[src/rtl/xcvr_rst_pkg.sv]
package xcvr_rst_pkg;

    localparam int SYNC_DEPTH = 2;

    typedef enum logic [1:0] {
        TMR_HOLD  = 2'd0,
        TMR_COUNT = 2'd1,
        TMR_DONE  = 2'd2
    } tmr_state_e;

    typedef struct packed {
        logic cal;
        logic lock;
        logic manual;
    } rx_stat_t;

    function automatic int cnt_w(input int n);
        return (n < 1) ? 1 : $clog2(n + 1);
    endfunction

endpackage

[src/rtl/xcvr_sync.sv]
module xcvr_sync #(
    parameter int W = 1
) (
    input  logic         clk,
    input  logic         rst,
    input  logic [W-1:0] d,
    output logic [W-1:0] q
);
    import xcvr_rst_pkg::*;

    logic [W-1:0] stg [SYNC_DEPTH];

    always_ff @(posedge clk) begin
        if (rst) begin
            for (int s = 0; s < SYNC_DEPTH; s++) stg[s] <= '0;
        end else begin
            stg[0] <= d;
            for (int s = 1; s < SYNC_DEPTH; s++) stg[s] <= stg[s-1];
        end
    end

    assign q = stg[SYNC_DEPTH-1];
endmodule

[src/rtl/xcvr_timer.sv]
module xcvr_timer #(
    parameter int CNT = 16
) (
    input  logic clk,
    input  logic hold,
    output logic rst_o
);
    import xcvr_rst_pkg::*;

    localparam int CW = cnt_w(CNT);
    localparam logic [CW-1:0] LOAD = CW'(CNT);

    tmr_state_e      st;
    logic [CW-1:0]   cnt;

    always_ff @(posedge clk) begin
        if (hold) begin
            st  <= TMR_HOLD;
            cnt <= LOAD;
        end else if (st != TMR_DONE) begin
            if (cnt == '0) begin
                st <= TMR_DONE;
            end else begin
                st  <= TMR_COUNT;
                cnt <= cnt - 1'b1;
            end
        end
    end

    assign rst_o = (st != TMR_DONE);
endmodule

[src/rtl/xcvr_rx_chan.sv]
module xcvr_rx_chan #(
    parameter int RX_CNT  = 20,
    parameter int RDY_DLY = 3
) (
    input  logic                    clk,
    input  logic                    rst,
    input  xcvr_rst_pkg::rx_stat_t  stat,
    output logic                    ana_rst,
    output logic                    dig_rst,
    output logic                    rdy
);
    import xcvr_rst_pkg::*;

    localparam int RW = cnt_w(RDY_DLY);
    localparam logic [RW-1:0] RDY_LAST = RW'(RDY_DLY - 1);

    logic          hold;
    logic [RW-1:0] rcnt;

    always_ff @(posedge clk) begin
        ana_rst <= rst | stat.cal;
    end

    assign hold = rst | ana_rst | stat.cal | (~stat.lock & ~stat.manual);

    xcvr_timer #(.CNT(RX_CNT)) u_tmr (
        .clk  (clk),
        .hold (hold),
        .rst_o(dig_rst)
    );

    always_ff @(posedge clk) begin
        if (hold || dig_rst) begin
            rcnt <= '0;
            rdy  <= 1'b0;
        end else if (!rdy) begin
            if (rcnt == RDY_LAST) rdy  <= 1'b1;
            else                  rcnt <= rcnt + 1'b1;
        end
    end
endmodule

[src/rtl/xcvr_tx_chan.sv]
module xcvr_tx_chan #(
    parameter int NUM_PLL = 3,
    parameter int SEL_W   = 2,
    parameter int TX_CNT  = 12
) (
    input  logic               clk,
    input  logic               rst,
    input  logic [NUM_PLL-1:0] pll_s,
    input  logic [SEL_W-1:0]   sel,
    output logic               dig_rst
);
    logic lock;
    logic hold;

    always_comb begin
        lock = 1'b0;
        for (int p = 0; p < NUM_PLL; p++) begin
            if (sel == SEL_W'(p)) lock = pll_s[p];
        end
    end

    assign hold = rst | ~lock;

    xcvr_timer #(.CNT(TX_CNT)) u_tmr (
        .clk  (clk),
        .hold (hold),
        .rst_o(dig_rst)
    );
endmodule

[src/rtl/xcvr_rst_seq.sv]
module xcvr_rst_seq #(
    parameter int NUM_CH    = 3,
    parameter int NUM_PLL   = 3,
    parameter int SEL_W     = 2,
    parameter int RX_CNT    = 20,
    parameter int TX_CNT    = 12,
    parameter int RDY_DLY   = 3,
    parameter bit SHARED_TX = 1'b0
) (
    input  logic                                           clk,
    input  logic                                           rst,
    input  logic [NUM_CH-1:0]                              cal_busy,
    input  logic [NUM_CH-1:0]                              cdr_lock,
    input  logic [NUM_CH-1:0]                              rx_manual,
    input  logic [NUM_PLL-1:0]                             pll_locked,
    input  logic [(SHARED_TX ? SEL_W : NUM_CH*SEL_W)-1:0]  pll_sel,
    output logic [NUM_CH-1:0]                              rx_ana_rst,
    output logic [NUM_CH-1:0]                              rx_dig_rst,
    output logic [NUM_CH-1:0]                              rx_rdy,
    output logic [NUM_CH-1:0]                              tx_dig_rst,
    output logic [NUM_PLL-1:0]                             pll_pwrdn
);
    import xcvr_rst_pkg::*;

    logic [NUM_CH-1:0]  cal_s;
    logic [NUM_CH-1:0]  lock_s;
    logic [NUM_PLL-1:0] pll_s;

    xcvr_sync #(.W(NUM_CH))  u_sync_cal  (.clk(clk), .rst(rst), .d(cal_busy),   .q(cal_s));
    xcvr_sync #(.W(NUM_CH))  u_sync_lock (.clk(clk), .rst(rst), .d(cdr_lock),   .q(lock_s));
    xcvr_sync #(.W(NUM_PLL)) u_sync_pll  (.clk(clk), .rst(rst), .d(pll_locked), .q(pll_s));

    always_ff @(posedge clk) begin
        pll_pwrdn <= {NUM_PLL{rst}};
    end

    for (genvar i = 0; i < NUM_CH; i++) begin : g_rx
        rx_stat_t st;
        assign st = '{cal: cal_s[i], lock: lock_s[i], manual: rx_manual[i]};

        xcvr_rx_chan #(.RX_CNT(RX_CNT), .RDY_DLY(RDY_DLY)) u_rx (
            .clk    (clk),
            .rst    (rst),
            .stat   (st),
            .ana_rst(rx_ana_rst[i]),
            .dig_rst(rx_dig_rst[i]),
            .rdy    (rx_rdy[i])
        );
    end

    if (SHARED_TX) begin : g_tx_shared
        logic tx_one;
        xcvr_tx_chan #(.NUM_PLL(NUM_PLL), .SEL_W(SEL_W), .TX_CNT(TX_CNT)) u_tx (
            .clk    (clk),
            .rst    (rst),
            .pll_s  (pll_s),
            .sel    (pll_sel[SEL_W-1:0]),
            .dig_rst(tx_one)
        );
        assign tx_dig_rst = {NUM_CH{tx_one}};
    end else begin : g_tx_per
        for (genvar i = 0; i < NUM_CH; i++) begin : g_ch
            xcvr_tx_chan #(.NUM_PLL(NUM_PLL), .SEL_W(SEL_W), .TX_CNT(TX_CNT)) u_tx (
                .clk    (clk),
                .rst    (rst),
                .pll_s  (pll_s),
                .sel    (pll_sel[i*SEL_W +: SEL_W]),
                .dig_rst(tx_dig_rst[i])
            );
        end
    end
endmodule

[config.mk]
export PLATFORM = sky130hd
export DESIGN_NAME = xcvr_rst_seq
export DESIGN_NICKNAME = d
export VERILOG_FILES = /design/src/rtl/xcvr_rst_pkg.sv /design/src/rtl/xcvr_sync.sv /design/src/rtl/xcvr_timer.sv /design/src/rtl/xcvr_rx_chan.sv /design/src/rtl/xcvr_tx_chan.sv /design/src/rtl/xcvr_rst_seq.sv
export SDC_FILE = /design/constraint.sdc
export NUM_CORES = 1
export LEC_CHECK = 0
export ABC_AREA = 1
export ABC_CLOCK_PERIOD_IN_PS = 3700
export BUFFER_PORTS_ARGS = -buffer_cell sky130_fd_sc_hd__buf_4
export CAP_MARGIN = 40
export CORE_ASPECT_RATIO = 1.5
export CORE_UTILIZATION = 62
export DETAILED_ROUTE_END_ITERATION = 16
export GPL_TIMING_DRIVEN = 0
export PLACE_DENSITY = 0.84
export SLEW_MARGIN = 20
export SYNTH_ARGS = -nofsm -noshare
export SYNTH_HDL_FRONTEND = slang
export SYNTH_SLANG_ARGS = --single-unit
[constraint.sdc]
create_clock -name clk -period 3.7 [get_ports clk]
set_input_delay 0.185 -clock clk [delete_from_list [all_inputs] [get_ports clk]]
set_output_delay 0.185 -clock clk [all_outputs]
set_load 0.03 [all_outputs]
==> summary.txt <==
Logic synthesis
  • Post-synth cell types: 27
  • Most numerous cell in the Yosys netlist: nand2_1
  • Post-synth top cells: 77 x nand2_1, 75 x inv_1, 70 x dfxtp_1
  • Mapped Cells: 397
  • Post-synthesis register bit count: 70
  • Main flop type after synthesis: dfxtp_1
  • Largest cells by area after synthesis: dfxtp_1 46%, nand2_1 9.5%, inv_1 9.3%, nor2_1 6.7%, ha_1 4.5%
  • Top-area cell type share of the netlist area: 0.463
  • Syn nets: around 430
  • Post-synthesis area per instance: between 7 and 8 sq um
  • Synth Cell Area: approximately 0.0030 sq mm
  • Number of synthesized flops with an enable pin: 0
  • Seq/Total Area, Yosys: 0.463
  • Cell taking the most area after synthesis: dfxtp_1
  • YS warnings: 0
  • Ys async rst share: 0

Global route
  • Overflow after GRT: 0
  • Largest net degree at the start of global routing: 12
  • Vias in the first global route: 2273
  • Initial antenna violation count: 0
  • First-pass GRT wire length: between 8 and 9 mm
  • Total routing usage reported by global routing: 0.227

Job
  • Max-cap violations: 0

Power
  • Total power: ~0.0015 W
  • Maximum vdd drop: between 200 and 300 uV
  • Leakage: 1.79 nW
  • Pwr per Cell Area: 428 mW/mm^2

CTS
  • Worst-path clk slew: around 0.07 ns
  • CTS buffer count: 9
  • Clock latency at the later pin of the worst-skew pair: 0.34 ns
  • CTS resizes: 0
  • Worst-case clock buffer depth: 2
  • Root buffer cell: clkbuf_8
  • CTS tree: built
  • CTS sink count: 70
  • H-tree depth: 3

Route
  • DRT iter0 DRCs: just over 100
  • Average routed wire per standard cell: about 9.4 um
  • Drc violations: 0
  • Post-route ant nets: 0
  • Via/cell ratio: 4.56
  • Pre-antenna DRT Iters: 4
  • Via Count: ~2300
  • DRT Wirelength: 4.81 mm

Setup path
  • CP delay by family, top: buffers and inverters
  • Max incr delay on CP: a little over 0.3 ns
  • Worst path most repeated cell: buf_4
  • Critical path cell sequence: inv_1, nor2_1, inv_2, buf_4, buf_4
  • Startpoint types: register
  • CP Capture Type: primary output
  • CP max stage cell: dfxtp_1
  • CP max FO: 5
  • Crit Path Class: register to primary output
  • Crit path buf inv count: 4
  • Critical Path AT: ~1.3 ns
  • Required time of the worst setup path: between 3 and 4 ns

Timing
  • Unrepaired setup endpoints after global routing: no
  • Slew Limit Fails: 0
  • Final Skew: around 0.011 ns
  • Least-Margin Pin Slew: 0.288 ns
  • Number of setup violations in the final report: 0
  • Final min period: around 1.5 ns
  • Hold Vio Cnt, Final: 0
  • Period utilisation layout: 0.403
  • Slew headroom: 0.807
  • Final worst slack: between 2 and 2.5 ns
  • Fmax: about 670 MHz
  • Final TNS setup: 0 ns

Finish
  • P&R area growth vs syn: 18.0%
  • Nets: ~470
  • Share of layout cells above drive strength 1: 0.217
  • Area of the multi-input gates: 0.00119 sq mm
  • # fillers: around 360
  • Ant. Diodes: 0
  • Total area of sequential cells: between 0.001 and 0.0015 sq mm

Die
  • Die X: a little under 60 um
  • Die Y: 87.6 um
  • Row cnt: 30
  • Core area: ~0.0046 sq mm
  • IO Pins: 35
  • Die footprint: slightly above 0.005 sq mm
  • Initial Util: 0.656

Hold path
  • HP Class: primary input to register

Placement
  • IO Port Bufs: 34
  • Pre-CTS WS: between 2 and 2.5 ns
  • GPL Wtd Cong: between 0.7 and 0.8
  • Post-DP HPWL: 3.57 mm

Status
  • Outcome: completed
[path summary, 6_finish.rpt]
path / from / endpoint / slack [ns] / depth (start not counted)
worst min-delay path: cdr_lock[2] / u_sync_lock.stg[0][2] / 0.05 / 3
worst min register to register: u_sync_pll.stg[0][1] / u_sync_pll.stg[0][4] / 0.40 / 2
worst max-delay path: g_rx[1].u_rx.u_tmr.st[1] / rx_dig_rst[1] / 2.21 / 5
worst max register to register: g_tx_per.g_ch[1].u_tx.u_tmr.cnt[0] / g_tx_per.g_ch[1].u_tx.u_tmr.cnt[1] / 2.35 / 6
[stage by stage]
step / util / hold slack [ns] / cell area, sq um / instances
after floorplan: - / 0.213 / 3030 / 397
after global placement: 0.729 / 0.334 / 3360 / 495
after detailed placement: 0.729 / 0.334 / 3360 / 495
after CTS: 0.774 / 0.0332 / 3570 / 512
after global routing: 0.774 / 0.0452 / 3570 / 512
final: 0.774 / 0.0509 / 3570 / 512
[per-layer routing]
metal | global-route usage | vias to the layer above | share of wire
met5 | 0 | - | 0
met4 | 0.139 | 0 | 0.025
met3 | 0.0369 | 10 | 0.023
met2 | 0.417 | 35 | 0.53
met1 | 0.233 | 1022 | 0.42
li1 | - | 1267 | -
[repair_timing]
item                      4_1_cts  5_1_grt
hold endpoints to repair        1        0
hold buffers                    1        0
buffers inserted                0        0
[cell families after synthesis]
| group | share of synthesized area |
|---|---|
| AND/OR/NAND/NOR | 0.284 |
| AO/OA/AOI/OAI | 0.0475 |
| XOR/XNOR | 0.0173 |
| buffers and inverters | 0.143 |
| adder cells (fa/ha/maj) | 0.0454 |
| flip-flops | 0.463 |
[layout make-up]
cell class,instances,area share
Sequential cell,70,0.392
Multi-Input combinational cell,229,0.334
Inverter,82,0.0875
Timing Repair Buffer,35,0.0742
Clock buffer,12,0.0434
Buffer,16,0.0340
Tap cell,64,0.0224
Clock inverter,4,0.0126
[tightest hold or removal path: cells and delay by family]
kind,cells,cell delay [ns]
buffers and inverters,2,0.10
and+or+nand+nor,1,0.06
[power breakdown]
part / internal, W / leakage (nW) / switching [W] / total [W]
Sequential: 0.000780 / 0.573 / 0.0000134 / 0.000794
Combinational: 0.0000577 / 1.11 / 0.0000709 / 0.000129
Clock: 0.000345 / 0.106 / 0.000265 / 0.000610
Total: 0.00118 / 1.79 / 0.000349 / 0.00153
[flip-flops by register name (all words and copies together), names as in the netlist]
name / flops
g_rx.u_rx.u_tmr.cnt: 15
g_tx_per.g_ch.u_tx.u_tmr.cnt: 12
g_rx.u_rx.rcnt: 6
g_rx.u_rx.u_tmr.st: 6
g_tx_per.g_ch.u_tx.u_tmr.st: 6
u_sync_cal.stg: 6
u_sync_lock.stg: 6
u_sync_pll.stg: 6
g_rx.u_rx.ana_rst: 3
g_rx.u_rx.rdy: 3
pll_pwrdn: 1
[cells in the final DEF (no fill, tap or decap), types with 6 or more instances in the layout]
cell      synthesis  routed
nor2_1           54      54
ha_1             11      11
a21oi_1           9       9
clkbuf_8          0      11
nor2_4            6       6
nand2_2           6       6
o21ai_0          13      13
nand3_1          26      26
nand2_1          77      77
inv_2             6       6
dfxtp_1          70      70
inv_1            75      75
buf_4            14      48
Power figures use the tool's default switching activity.
